--- src/rtl/irq_pkg.sv ---
package irq_pkg;
    localparam int unsigned NSRC     = 3;
    localparam int unsigned SRC_PIN  = 0;
    localparam int unsigned SRC_PORT = 1;
    localparam int unsigned SRC_TMR  = 2;

    typedef struct packed {
        logic            ge;
        logic            rise;
        logic [NSRC-1:0] en;
        logic [NSRC-1:0] flag;
    } ctrl_t;

    localparam int unsigned CTRL_W = $bits(ctrl_t);
endpackage

--- src/rtl/irq_sync.sv ---
module irq_sync #(
    parameter int unsigned W      = 1,
    parameter int unsigned STAGES = 2
) (
    input  logic         clk_i,
    input  logic         rst_ni,
    input  logic [W-1:0] d_i,
    output logic [W-1:0] q_o
);
    typedef struct packed {
        logic [STAGES-1:0][W-1:0] chain;
    } sync_t;

    sync_t s_d, s_q;

    always_comb begin
        s_d = s_q;
        s_d.chain[0] = d_i;
        for (int i = 1; i < int'(STAGES); i++) begin
            s_d.chain[i] = s_q.chain[i-1];
        end
    end

    always_ff @(posedge clk_i or negedge rst_ni) begin
        if (!rst_ni) s_q <= '0;
        else         s_q <= s_d;
    end

    assign q_o = s_q.chain[STAGES-1];
endmodule

--- src/rtl/irq_pin_edge.sv ---
module irq_pin_edge #(
    parameter int unsigned SYNC_STAGES = 2
) (
    input  logic clk_i,
    input  logic rst_ni,
    input  logic pin_i,
    input  logic rise_sel_i,
    output logic evt_o
);
    logic pin_s;
    logic prev_d, prev_q;

    irq_sync #(.W(1), .STAGES(SYNC_STAGES)) i_sync (
        .clk_i  (clk_i),
        .rst_ni (rst_ni),
        .d_i    (pin_i),
        .q_o    (pin_s)
    );

    always_comb begin
        prev_d = pin_s;
        evt_o  = rise_sel_i ? (pin_s & ~prev_q) : (~pin_s & prev_q);
    end

    always_ff @(posedge clk_i or negedge rst_ni) begin
        if (!rst_ni) prev_q <= 1'b0;
        else         prev_q <= prev_d;
    end

    // an event means the synchronised pin moved since the last cycle
    a_r2_evt_on_change: assert property (@(posedge clk_i) disable iff (!rst_ni)
        evt_o |-> (pin_s != prev_q));
endmodule

--- src/rtl/irq_port_chg.sv ---
module irq_port_chg #(
    parameter int unsigned PORT_W      = 4,
    parameter int unsigned SYNC_STAGES = 2
) (
    input  logic              clk_i,
    input  logic              rst_ni,
    input  logic [PORT_W-1:0] port_i,
    input  logic              rd_i,
    output logic [PORT_W-1:0] val_o,
    output logic              evt_o
);
    logic [PORT_W-1:0] port_s;
    logic [PORT_W-1:0] latch_d, latch_q;

    irq_sync #(.W(PORT_W), .STAGES(SYNC_STAGES)) i_sync (
        .clk_i  (clk_i),
        .rst_ni (rst_ni),
        .d_i    (port_i),
        .q_o    (port_s)
    );

    always_comb begin
        latch_d = rd_i ? port_s : latch_q;
        evt_o   = |(port_s ^ latch_q);
        val_o   = port_s;
    end

    always_ff @(posedge clk_i or negedge rst_ni) begin
        if (!rst_ni) latch_q <= '0;
        else         latch_q <= latch_d;
    end

    // after a read the copy holds the value seen at the read
    a_r3_read_loads_copy: assert property (@(posedge clk_i) disable iff (!rst_ni)
        rd_i |=> (latch_q == $past(port_s)));
endmodule

--- src/rtl/irq_flag_core.sv ---
module irq_flag_core import irq_pkg::*; (
    input  logic            clk_i,
    input  logic            rst_ni,
    input  logic [NSRC-1:0] evt_i,
    input  logic            wr_en_i,
    input  ctrl_t           wr_data_i,
    input  logic            insn_bnd_i,
    input  logic            reti_i,
    output ctrl_t           ctrl_o,
    output logic            take_o
);
    ctrl_t ctrl_d, ctrl_q;
    logic  pend;

    always_comb begin
        pend   = |(ctrl_q.flag & ctrl_q.en);
        take_o = ctrl_q.ge & pend & insn_bnd_i;
        ctrl_d = wr_en_i ? wr_data_i : ctrl_q;
        ctrl_d.flag = ctrl_d.flag | evt_i;
        if (take_o)       ctrl_d.ge = 1'b0;
        else if (reti_i)  ctrl_d.ge = 1'b1;
    end

    always_ff @(posedge clk_i or negedge rst_ni) begin
        if (!rst_ni) ctrl_q <= '0;
        else         ctrl_q <= ctrl_d;
    end

    assign ctrl_o = ctrl_q;

    // without a write no flag is ever lost
    a_r5_flag_sticky: assert property (@(posedge clk_i) disable iff (!rst_ni)
        !wr_en_i |=> ((ctrl_q.flag & $past(ctrl_q.flag)) == $past(ctrl_q.flag)));
    // an event always leaves its flag set
    a_r5_evt_sets_flag: assert property (@(posedge clk_i) disable iff (!rst_ni)
        (|evt_i) |=> ((ctrl_q.flag & $past(evt_i)) == $past(evt_i)));
    // a take always leaves the global enable clear
    a_r7_take_drops_ge: assert property (@(posedge clk_i) disable iff (!rst_ni)
        take_o |=> !ctrl_q.ge);
    // a return without a take re-arms the global enable
    a_r8_reti_sets_ge: assert property (@(posedge clk_i) disable iff (!rst_ni)
        (reti_i && !take_o) |=> ctrl_q.ge);
endmodule

--- src/rtl/irq_ctrl.sv ---
module irq_ctrl import irq_pkg::*; #(
    parameter int unsigned PORT_W      = 4,
    parameter int unsigned SYNC_STAGES = 2,
    parameter int unsigned VEC_W       = 13,
    parameter logic [VEC_W-1:0] IRQ_VEC = 13'h004,
    parameter logic [VEC_W-1:0] RST_VEC = 13'h000,
    parameter int unsigned CALL_CYCLES = 2
) (
    input  logic              clk_i,
    input  logic              rst_ni,
    input  logic              ext_pin_i,
    input  logic [PORT_W-1:0] port_i,
    input  logic              tmr_ovf_i,
    input  logic              port_rd_i,
    output logic [PORT_W-1:0] port_val_o,
    input  logic              wr_en_i,
    input  logic [CTRL_W-1:0] wr_data_i,
    output logic [CTRL_W-1:0] rd_data_o,
    input  logic              insn_bnd_i,
    input  logic              reti_i,
    output logic              irq_call_o,
    output logic [VEC_W-1:0]  vec_o
);
    localparam int unsigned CNT_W = $clog2(CALL_CYCLES + 1);

    logic [NSRC-1:0] evt;
    ctrl_t           ctrl;
    logic            take;

    typedef struct packed {
        logic [CNT_W-1:0] cnt;
    } call_t;

    call_t call_d, call_q;

    irq_pin_edge #(.SYNC_STAGES(SYNC_STAGES)) i_pin_edge (
        .clk_i      (clk_i),
        .rst_ni     (rst_ni),
        .pin_i      (ext_pin_i),
        .rise_sel_i (ctrl.rise),
        .evt_o      (evt[SRC_PIN])
    );

    irq_port_chg #(.PORT_W(PORT_W), .SYNC_STAGES(SYNC_STAGES)) i_port_chg (
        .clk_i  (clk_i),
        .rst_ni (rst_ni),
        .port_i (port_i),
        .rd_i   (port_rd_i),
        .val_o  (port_val_o),
        .evt_o  (evt[SRC_PORT])
    );

    assign evt[SRC_TMR] = tmr_ovf_i;

    irq_flag_core i_flag_core (
        .clk_i      (clk_i),
        .rst_ni     (rst_ni),
        .evt_i      (evt),
        .wr_en_i    (wr_en_i),
        .wr_data_i  (ctrl_t'(wr_data_i)),
        .insn_bnd_i (insn_bnd_i),
        .reti_i     (reti_i),
        .ctrl_o     (ctrl),
        .take_o     (take)
    );

    always_comb begin
        call_d = call_q;
        if (take)                call_d.cnt = CNT_W'(CALL_CYCLES);
        else if (call_q.cnt != 0) call_d.cnt = call_q.cnt - 1'b1;
    end

    always_ff @(posedge clk_i or negedge rst_ni) begin
        if (!rst_ni) call_q <= '0;
        else         call_q <= call_d;
    end

    assign irq_call_o = (call_q.cnt != 0);
    assign vec_o      = irq_call_o ? IRQ_VEC : RST_VEC;
    assign rd_data_o  = ctrl;

    // a call that starts lasts at least a second cycle
    a_r6_call_two_cycles: assert property (@(posedge clk_i) disable iff (!rst_ni)
        (irq_call_o && !$past(irq_call_o)) |=> irq_call_o);
    // a fresh call always finds the global enable already cleared
    a_r7_call_ge_clear: assert property (@(posedge clk_i) disable iff (!rst_ni)
        (irq_call_o && !$past(irq_call_o)) |-> !ctrl.ge);
endmodule

--- config.mk ---
export PLATFORM = sky130hd
export DESIGN_NAME = irq_ctrl
export DESIGN_NICKNAME = d
export VERILOG_FILES = /design/src/rtl/irq_pkg.sv /design/src/rtl/irq_sync.sv /design/src/rtl/irq_pin_edge.sv /design/src/rtl/irq_port_chg.sv /design/src/rtl/irq_flag_core.sv /design/src/rtl/irq_ctrl.sv
export SDC_FILE = /design/constraint.sdc
export NUM_CORES = 1
export LEC_CHECK = 0
export BUFFER_PORTS_ARGS = -buffer_cell sky130_fd_sc_hd__buf_4
export CAP_MARGIN = 10
export CORE_UTILIZATION = 48
export CTS_CLUSTER_SIZE = 10
export DETAILED_ROUTE_END_ITERATION = 16
export PLACE_DENSITY_LB_ADDON = 0.15
export SETUP_SLACK_MARGIN = 0.15
export SYNTH_ARGS = -nofsm -noshare
export SYNTH_HDL_FRONTEND = slang
export SYNTH_SLANG_ARGS = --single-unit
--- constraint.sdc ---
create_clock -name clk_i -period 3.3 [get_ports clk_i]
set_input_delay 0.165 -clock clk_i [delete_from_list [all_inputs] [get_ports clk_i]]
set_output_delay 0.165 -clock clk_i [all_outputs]
set_load 0.02 [all_outputs]
* After elaboration in Yosys (flattened, before gate mapping) *
Index checks and enable logic that the tools add are counted.
Widths: inputs -> output; s select.

cells by class
  add/subtract/negate cells = 1
  multipliers = 0
  divide/modulo/power cells = 0
  magnitude comparators = 0
  equality and inequality tests = 0
  shift operators = 0
  mux-type cells = 7
  bitwise logic cells = 9
  reductions and logical operators = 5

operator list
  operator             count
  $mux 8               1
  $and 1x1->1          4
  $mux 2               2
  $reduce_bool 2->1    2
  $reduce_or 4->1      1
  $xor 4x4->4          1
  $and 3x3->3          1
  $mux 1               3
  $mux 3               1
  $or 3x3->3           1
  $reduce_bool 3->1    1
  $reduce_or 3->1      1
  $not 1->1            2
  $sub 2x1->2 const B  1

word-level totals
  register bits = 25
  latch bits = 0
  bits in writable memories = 0
  ROM bits = 0
  input bits = 20
  output and inout port bits = 26
  logic and storage cells = 33
  memories kept = 0

* Logic depth before layout (Yosys ltp) *
Gate-level depths: netlist of the first run.

  word-level depth = 5
  gate-level depth with buffers = 5
  gate-level depth less buffers = 5

* Cells and area by module *
Synthesis of the first run repeated with hierarchy kept, for this count alone.

unflattened totals
  cell total of the unflattened synthesis = 76
  area, all modules = 1026.0 um2

modules (own cells, without submodules)
  module                        instances  cells an instance  area an instance (um2)  sequential area each (um2)
  irq_flag_core                 1          24                 332.8                   200.2
  irq_ctrl                      1          25                 209.0                   50.0
  irq_sync (i_port_chg.i_sync)  1          8                  200.2                   200.2
  irq_port_chg                  1          13                 186.4                   100.1
  irq_sync (i_pin_edge.i_sync)  1          2                  50.0                    50.0
  irq_pin_edge                  1          4                  47.5                    25.0

* Worst setup path after synthesis of the first run *
Ideal clock, no wire load.

  path kind = reg2reg
  start = register i_flag_core.ctrl_q (netlist bit i_flag_core.ctrl_o[3])
  end = register call_q[1] in the netlist's numbering
  library setup time = 0.124 ns
  data arrival time = 1.105 ns
  required time = 3.176 ns
  setup slack = 2.071 ns
  stages on the path, launching flop included = 4
  buffers on the path = 0
  period minus slack after synthesis = 1.229 ns
  cell sequence = dfrtp_1 > a222oi_1 > nor2_1 > or2_1

on the way
  cells in the longest elaborated chain, start to end = 5

ends and longest elaborated chain
  item                                                RTL line             source
  start: declaration                                  irq_flag_core.sv:12  ctrl_t ctrl_d, ctrl_q;
  start signal: assignment                            irq_flag_core.sv:26  else ctrl_q <= ctrl_d;
  $and 3x3->3 (*)                                     irq_flag_core.sv:16  pend = |(ctrl_q.flag & ctrl_q.en);
  $reduce_or 3->1 (*)                                 irq_flag_core.sv:16
  $and 1x1->1 (*) (2 in a row)                        irq_flag_core.sv:17  take_o = ctrl_q.ge & pend & insn_bnd_i;
  $mux 2 / $reduce_bool 2->1 (equally long branches)  --
  end signal: assignment                              irq_ctrl.sv:75       else call_q <= call_d;
  end: declaration                                    irq_ctrl.sv:34       call_t call_d, call_q;

Mark *: on every way between the ends. The rest lies on a longest branch, timed or not.
A chain may end at the register's enable or synchronous reset.

* Worst setup path after layout of the first run *
  start = register call_q[0] in the netlist's numbering
  end = output irq_call_o

on the way
  cells in the longest elaborated chain, start to end = 1

ends and longest elaborated chain
  item               RTL line        source
  $reduce_bool 2->1  irq_ctrl.sv:78  assign irq_call_o = (call_q.cnt != 0);
  end: declaration   irq_ctrl.sv:21  output logic irq_call_o,

Every way passes these cells.

==> results of run 1 <==
[worst reg2reg max path, delay by kind of cell (launching register included)]
kind	cells	cell delay (ps)
simple gates	2	360
flops	1	410
compound gates	1	370
[cell usage after synthesis]
library cell	n	area (µm²)
mux2i_1	3	30.0
conb_1	1	3.75
mux2_2	8	90.1
xor2_1	4	35.0
nand2_1	3	11.3
a211oi_1	1	7.51
a211o_1	1	8.76
xnor2_1	1	8.76
o211ai_1	1	7.51
nand3_1	1	5.00
nor3_1	1	5.00
or2_1	1	6.26
inv_1	3	11.3
dfrtp_1	25	626
buf_4	14	105
a222oi_1	1	10.0
nor2b_1	2	12.5
nor2_1	4	15.0
ha_1	1	12.5
buf_2	1	5.00
[cell type report]
class	count	area [µm²]	area share, %
clock buffers	4	26.3	2.00
flip-flops and latches	25	626	47.6
repair buffers	39	308	23.4
multi-input cells	45	310	23.6
well taps	27	33.8	2.57
inverters	3	11.3	0.856
[sequential cells by signal, summed over array words and instances, names as in the netlist]
register / count
i_pin_edge.prev_q: 1
i_port_chg.i_sync.s_d: 4
call_q: 2
i_port_chg.i_sync.q_o: 4
i_pin_edge.i_sync.s_d: 1
i_port_chg.latch_q: 4
i_pin_edge.i_sync.q_o: 1
i_flag_core.ctrl_o: 8
[per-stage QoR]
step	power [mW]	instance area, µm²	hold slack (ps)	cells
5_1_grt	0.726	1320	40.5	143
2_1_floorplan	0.499	1060	-131	88
3_5_place_dp	0.554	1230	85.0	133
3_3_place_gp	0.550	1230	81.0	133
6_report	0.680	1320	39.1	143
4_1_cts	0.692	1320	27.3	143
[worst paths after layout]
path,startpoint,end,cells past startpoint
worst min-delay path,tmr_ovf_i,i_flag_core.ctrl_o[2]$_DFF_PN0_,2
worst max-delay path,call_q[0]$_DFFE_PN0P_,irq_call_o,4
min in group asynchronous,rst_ni,call_q[1]$_DFFE_PN0P_,2
worst min register to register,i_port_chg.i_sync.s_d[6]$_DFF_PN0_,i_port_chg.i_sync.q_o[2]$_DFF_PN0_,0
max in group asynchronous,rst_ni,call_q[0]$_DFFE_PN0P_,2
worst max register to register,i_flag_core.ctrl_o[3]$_DFFE_PN0P_,call_q[1]$_DFFE_PN0P_,3
[per-layer routing]
metal | GRT usage (%) | routed length [µm] | vias to the layer above
li1 | - | - | 303
met1 | 16.4 | 649 | 280
met2 | 23.0 | 720 | 32
met3 | 3.40 | 109 | 4
met4 | 8.33 | 24 | 0
met5 | 0 | 0 | -
[power breakdown]
group | switching [mW] | internal, mW
Clock | 0.0815 | 0.0472
Sequential | 0.0188 | 0.340
Combinational | 0.0998 | 0.0921
Total | 0.200 | 0.479
[cell families after synthesis]
group | count (synthesis)
buffers and inverters | 18
multiplexers | 11
AND/OR/NAND/NOR | 12
AO/OA/AOI/OAI | 4
adder cells (fa/ha/maj) | 1
XOR/XNOR | 5
flip-flops | 25
other | 1
==> flow_summary.json, run 1 <==
{
  "finalNetCount": 138,
  "synth-seq-cells": 25,
  "path_max_fanout": 3,
  "synth_compound_area_share_pct": 3.33,
  "finClkSkew_ps": 1.41,
  "die_y_um": 48.0,
  "synth_mux_area_share_pct": 11.8,
  "vias": 619,
  "start_util_pct": 51.3,
  "path_buf_inv": 3,
  "cts.sinks": 25,
  "fin_crit_ps": 1350,
  "grt_setup_unrepaired": "false",
  "syn_area_um2": 1020,
  "p_per_area_nw_per_um2": 517,
  "htreeDepth": 1,
  "avgSynthCellArea_um2": 13.2,
  "dp_slack_ps": 2050,
  "max_freq_ghz": 0.738,
  "antenna_found_initial": 0,
  "insertion_delay_ps": 310,
  "drive_above_1_share_pct": 37.9,
  "mostFrequentLayoutCells": "buf_4, dfrtp_1, conb_1, mux2_2, dlygate4sd3_1",
  "leakage_nw": 0.645,
  "io_pins": 46,
  "final_common_cell": "buf_4",
  "io_buffers": 33,
  "cts_hold_buf": 6,
  "cp.arrival_ps": 1190,
  "setup_viol": 0,
  "gp_congestion": 0.716,
  "ys_seq_area_share_pct": 61.6,
  "die-area_um2": 2300,
  "row_count": 16,
  "cts_resized": 0,
  "grt_util_all_layers_pct": 13.9,
  "crit_family": "flip-flops",
  "synth_cell_types": 20,
  "nFillCells": 147,
  "grt_pass1_wl_um": 2100,
  "grt_start_max_net_pins": 26,
  "fin_ws_ps": 1950,
  "yosysWarnings": 0,
  "dp_hpwl_um": 1130,
  "slew_violations": 0,
  "finalSetupTns_ps": 0,
  "synthSimpleGateAreaFrac_pct": 5.42,
  "grt_remaining_overflow": 0,
  "slowest_stage": "dfrtp_1",
  "syn_to_final_growth_pct": 29.4,
  "wl_per_cell_um": 10.5,
  "drt_pass1_iterations": 4,
  "post_cts_buffers": 0,
  "drc_errors": 0,
  "syn_inst": 77,
  "yosys.area_share.adder_pct": 1.23,
  "fin_crit_sh_pct": 41.1,
  "irDropWorstVdd_v": 0.000428,
  "crit_path_start_kind": "flop",
  "rrSetupSlack_ps": 2060,
  "numCtsBuffers": 3,
  "end_kind": "output pin",
  "grt_pass1_vias": 530,
  "hold_viol_final": 0,
  "core-area_um2": 1980,
  "wl_um": 1500,
  "synth_xor_area_share_pct": 4.31,
  "cts_tree": "done",
  "via_per_inst": 4.33,
  "die_x_um": 48.0,
  "drv_cap": 0,
  "crit_path_frequent_cell": "inv_1",
  "post-route-util_pct": 66.4,
  "ant_nets": 0,
  "cts-root-buf": "clkbuf_4",
  "cp_cell_sequence": "inv_1, ha_1, inv_1, buf_4",
  "synth_top_family_by_area": "buffers and inverters",
  "outcome": "finished clean",
  "slowest_delay_ps": 370,
  "cts.clk_slew.worst_paths_ps": 120,
  "clockBufferDepth": 2,
  "crit_type": "flop to output pin",
  "drt_iter0_markers": 9,
  "antenna_cells": 0,
  "hp-class": "primary input to flop",
  "crit_required_ps": 3130
}
No activity file was read; power rests on OpenSTA's default activity.
==> run 2: changes to the inputs <==
CORE_UTILIZATION = 45   (was 48)
clock period = 1.4 ns   (was 3.3 ns; I/O delays follow)
==> run 2 against run 1 <==
Wire length is 22% higher. Combinational power grew to 3.0 times the previous value. Register-to-register slack worse by 1800 ps. Die area is 6.4% higher. Global-route usage is 2.1 points higher. Clock skew hardly changed. Sequential share of layout area is 3.6 points lower. Non-clock buffer count is 10 higher.
==> flow_summary.json, run 2 (synthesis results as in run 1) <==
{
  "grt_util_all_layers_pct": 16.0,
  "dp_hpwl_um": 1130,
  "drive_above_1_share_pct": 39.7,
  "grt_pass1_wl_um": 2820,
  "final_common_cell": "buf_4",
  "finClkSkew_ps": 1.01,
  "largest_reg_flops": 8,
  "via_per_inst": 4.47,
  "antenna_cells": 0,
  "cts_tree": "done",
  "cp.arrival_ps": 1120,
  "crit_required_ps": 1330,
  "end_kind": "output pin",
  "cts.clk_slew.worst_paths_ps": 120,
  "io_buffers": 33,
  "fin_crit_ps": 1190,
  "clockBufferDepth": 2,
  "slowest_stage": "dfrtp_1",
  "finalSetupTns_ps": 0,
  "grt_setup_unrepaired": "false",
  "antenna_found_initial": 0,
  "drc_errors": 0,
  "insertion_delay_ps": 300,
  "row_count": 16,
  "slowest_delay_ps": 390,
  "grt_pass1_vias": 640,
  "wl_per_cell_um": 11.9,
  "cts-root-buf": "clkbuf_4",
  "rrSetupSlack_ps": 220,
  "p_total_mw": 1.72,
  "start_util_pct": 49.8,
  "crit_type": "flop to output pin",
  "fin_crit_sh_pct": 84.7,
  "stdcell_count": 153,
  "wl_um": 1830,
  "drt_pass1_iterations": 4,
  "cp_cell_sequence": "inv_2, ha_4, inv_2, buf_4",
  "grt_remaining_overflow": 0,
  "ant_nets": 0,
  "crit_family": "flip-flops",
  "cts.sinks": 25,
  "syn_to_final_growth_pct": 40.0,
  "p_per_area_nw_per_um2": 1210,
  "max_freq_ghz": 0.844,
  "finalNetCount": 148,
  "crit_path_start_kind": "flop",
  "hp-class": "primary input to flop",
  "grt_start_max_net_pins": 26,
  "drv_cap": 0,
  "io_pins": 46,
  "die-area_um2": 2450,
  "vias": 684,
  "irDropWorstVdd_v": 0.000955,
  "gp_congestion": 0.678,
  "path_buf_inv": 3,
  "die_y_um": 49.5,
  "slew_violations": 0,
  "drt_iter0_markers": 15,
  "die_x_um": 49.5,
  "numCtsBuffers": 3,
  "hold_viol_final": 0,
  "crit_path_frequent_cell": "inv_2",
  "core-area_um2": 2040,
  "dp_cells": 133,
  "mostFrequentLayoutCells": "buf_4, dfrtp_1, dlygate4sd3_1, conb_1, mux2_2",
  "path_max_fanout": 3,
  "setup_viol": 0,
  "outcome": "finished clean",
  "leakage_nw": 0.685,
  "htreeDepth": 1
}
==> run 2: layout make-up <==
| type | instances | area (µm²) |
|---|---|---|
| well taps | 27 | 33.8 |
| fillers | 171 | 619 |
| flip-flops and latches | 25 | 626 |
| multi-input cells | 45 | 323 |
| repair buffers | 49 | 403 |
| clock buffers | 4 | 26.3 |
| inverters | 3 | 11.3 |
==> run 2: worst paths after layout <==
kind / startpoint / end / cells after the start
worst max register to register: i_flag_core.ctrl_o[3]$_DFFE_PN0P_ / call_q[1]$_DFFE_PN0P_ / 3
max in group asynchronous: rst_ni / i_flag_core.ctrl_o[3]$_DFFE_PN0P_ / 2
worst max-delay path: call_q[1]$_DFFE_PN0P_ / vec_o[2] / 4
worst min register to register: i_port_chg.i_sync.s_d[5]$_DFF_PN0_ / i_port_chg.i_sync.q_o[1]$_DFF_PN0_ / 0
min in group asynchronous: rst_ni / i_port_chg.i_sync.s_d[5]$_DFF_PN0_ / 2
worst min-delay path: wr_data_i[0] / i_flag_core.ctrl_o[0]$_DFF_PN0_ / 3
==> run 2: where the power goes <==
group | leakage [nW] | total (mW) | switching (mW) | internal, mW
logic | 0.384 | 0.571 | 0.276 | 0.295
clock network | 0.0150 | 0.301 | 0.190 | 0.111
registers | 0.286 | 0.852 | 0.0499 | 0.802
total | 0.685 | 1.72 | 0.516 | 1.21
==> run 2: what timing repair did <==
action                                  in CTS  in global routing
resized for setup                            1                  4
hold buffers                                14                  0
hold endpoints to repair                    37                  0
pin swaps                                    0                  2
setup buffers                                1                  1
endpoints found under the setup margin       2                  3
==> run 2: routing by layer <==
metal	vias up	part of all wire (%)	GRT usage (%)
met5	-	0	0
met4	0	0.77	7.14
met3	2	6.8	3.09
met2	34	55	28.1
met1	322	38	18.9
li1	326	-	-
==> run 2: worst reg2reg max path: stages (launching register included) <==
cell and delay (ps):
dfrtp_1 410, a222oi_1 340, nor2_1 110, or2_1 230
==> run 2: metrics by stage <==
stage | hold WS (ps) | utilization (%) | setup WS (ps) | cell area (µm²)
2_1_floorplan | -226 | - | 171 | 1060
3_3_place_gp | -16.3 | 60.2 | 229 | 1230
3_5_place_dp | -14.0 | 60.2 | 196 | 1230
4_1_cts | 2.20 | 68.7 | 151 | 1400
5_1_grt | 0.896 | 69.7 | 147 | 1420
6_report | 4.93 | 69.7 | 215 | 1420
==> run 3: changes to the inputs <==
CORE_UTILIZATION = 41   (was 45)
clock period = 1 ns   (was 1.4 ns; I/O delays follow)
==> run 3 against run 2 <==
The flow now finishes with violations (negative setup slack). Utilization grew 4.3 points. Worst setup slack got worse by 490 ps. First-iteration DRC count down 47%. Combinational power grew 120%. Clock power up 40%. Largest power group is now combinational logic. Critical path type unchanged. Sequential share of layout area fell by 6.3 points.
==> flow_summary.json, run 3 (synthesis results as in run 1) <==
{
  "outcome": "finished, violations left",
  "violations": "negative setup slack",
  "antenna_found_initial": 0,
  "cp.arrival_ps": 1230,
  "p_per_area_nw_per_um2": 1720,
  "finalNetCount": 164,
  "wl_um": 2130,
  "vias": 746,
  "die-area_um2": 2680,
  "htreeDepth": 1,
  "wl_per_cell_um": 12.5,
  "ant_nets": 0,
  "slew_violations": 0,
  "dp_hpwl_um": 1250,
  "die_y_um": 51.8,
  "hp-class": "primary input to flop",
  "clockBufferDepth": 2,
  "slowest_stage": "dfrtp_1",
  "rrSetupSlack_ps": -230,
  "via_per_inst": 4.39,
  "largest_reg_flops": 8,
  "crit_required_ps": 950,
  "r2r-start": "call_q[1]$_DFFE_PN0P_",
  "critical_path_depth": 5,
  "irDropWorstVdd_v": 0.00161,
  "timing.rr.end": "call_q[1]$_DFFE_PN0P_",
  "cts.sinks": 25,
  "core-area_um2": 2280,
  "numCtsBuffers": 3,
  "fin_ws_ps": -279,
  "cts.clk_slew.worst_paths_ps": 120,
  "crit_path_start": "call_q[1]$_DFFE_PN0P_",
  "slowest_delay_ps": 400,
  "final_common_cell": "buf_4",
  "timing.hold.ws_ps": 31.3,
  "crit_path_start_kind": "flop",
  "fin_crit_sh_pct": 128,
  "crit_family": "flip-flops",
  "crit_path_frequent_cell": "buf_6",
  "grt_remaining_overflow": 0,
  "drv_cap": 0,
  "cts_tree": "done",
  "io_pins": 46,
  "nFillCells": 144,
  "cp_cell_sequence": "inv_2, ha_4, inv_4, buf_6, buf_6",
  "mostFrequentLayoutCells": "buf_4, buf_6, dfrtp_1, dlygate4sd3_1, conb_1",
  "reg2regPathDepth": 6,
  "grt_start_max_net_pins": 26,
  "drt_iter0_markers": 8,
  "path_buf_inv": 4,
  "setup_viol": 12,
  "start_util_pct": 44.6,
  "antenna_cells": 0,
  "syn_to_final_growth_pct": 65.8,
  "post-route-util_pct": 74.0,
  "drive_above_1_share_pct": 51.4,
  "row_count": 17,
  "grt_setup_unrepaired": "true",
  "path_max_fanout": 2,
  "cts-root-buf": "clkbuf_4",
  "die_x_um": 51.8,
  "end_kind": "output pin",
  "insertion_delay_ps": 300,
  "io_buffers": 33,
  "fin_crit_ps": 1280,
  "final_cell_area_um2": 1680,
  "grt_pass1_wl_um": 3280,
  "max_freq_ghz": 0.782,
  "drc_errors": 0,
  "crit_type": "flop to output pin",
  "finClkSkew_ps": 3.80,
  "leakage_nw": 0.799,
  "hold_viol_final": 0,
  "worstSetupEndpoint": "irq_call_o",
  "post_dp_cell_area_um2": 1320,
  "grt_util_all_layers_pct": 17.5,
  "drt_pass1_iterations": 5,
  "gp_congestion": 0.701,
  "grt_pass1_vias": 769
}
[run 3: layer usage]
metal	share of wire [%]	global-route usage, %
met2	50	32.7
met4	1.4	8.11
met5	0	0
met3	5.0	2.05
met1	44	19.5
[run 3: timing repair]
item                                    in CTS  in global routing
hold buffers                                15                  1
hold endpoints to repair                    37                  1
endpoints found under the setup margin      23                 25
buffers inserted                             4                  2
pin swaps                                    3                  0
gates resized for setup                     28                  5
cloned                                       0                  0
[run 3: stage by stage]
stage	setup TNS (ps)	total power, mW	instances	worst slack [ps]
4_1_cts	-1110	2.70	167	-250
3_3_place_gp	-289	1.96	144	-121
6_report	-1190	2.90	170	-279
3_5_place_dp	-316	1.99	144	-128
5_1_grt	-1780	3.06	170	-315
2_1_floorplan	-187	1.70	88	-179
[run 3: how the worst min path moves through the flow]
stage,start,to,slack (ps),depth (start not counted)
CTS,wr_data_i[0],i_flag_core.ctrl_o[0]$_DFF_PN0_,6,3
detailed placement,rst_ni,i_flag_core.ctrl_o[7]$_DFFE_PN0P_,-30,1
global route,port_rd_i,i_port_chg.latch_q[2]$_DFFE_PN0P_,20,2
finish,port_rd_i,i_port_chg.latch_q[2]$_DFFE_PN0P_,30,2
global placement,rst_ni,i_flag_core.ctrl_o[7]$_DFFE_PN0P_,-40,1
floorplan,rst_ni,call_q[0]$_DFFE_PN0P_,-250,0
[run 3: final cells by class]
type / instances / area (µm²) / share of cell area, %
Clock buffer: 4 / 26.3 / 1.56
Sequential cell: 25 / 634 / 37.7
Multi-Input combinational cell: 45 / 357 / 21.2
Timing Repair Buffer: 65 / 618 / 36.7
Inverter: 3 / 13.8 / 0.817
Tap cell: 28 / 35.0 / 2.08
[run 3: power breakdown]
group,switching [mW],internal [mW]
registers,0.0721,1.13
logic,0.544,0.732
clock network,0.266,0.155
total,0.883,2.01
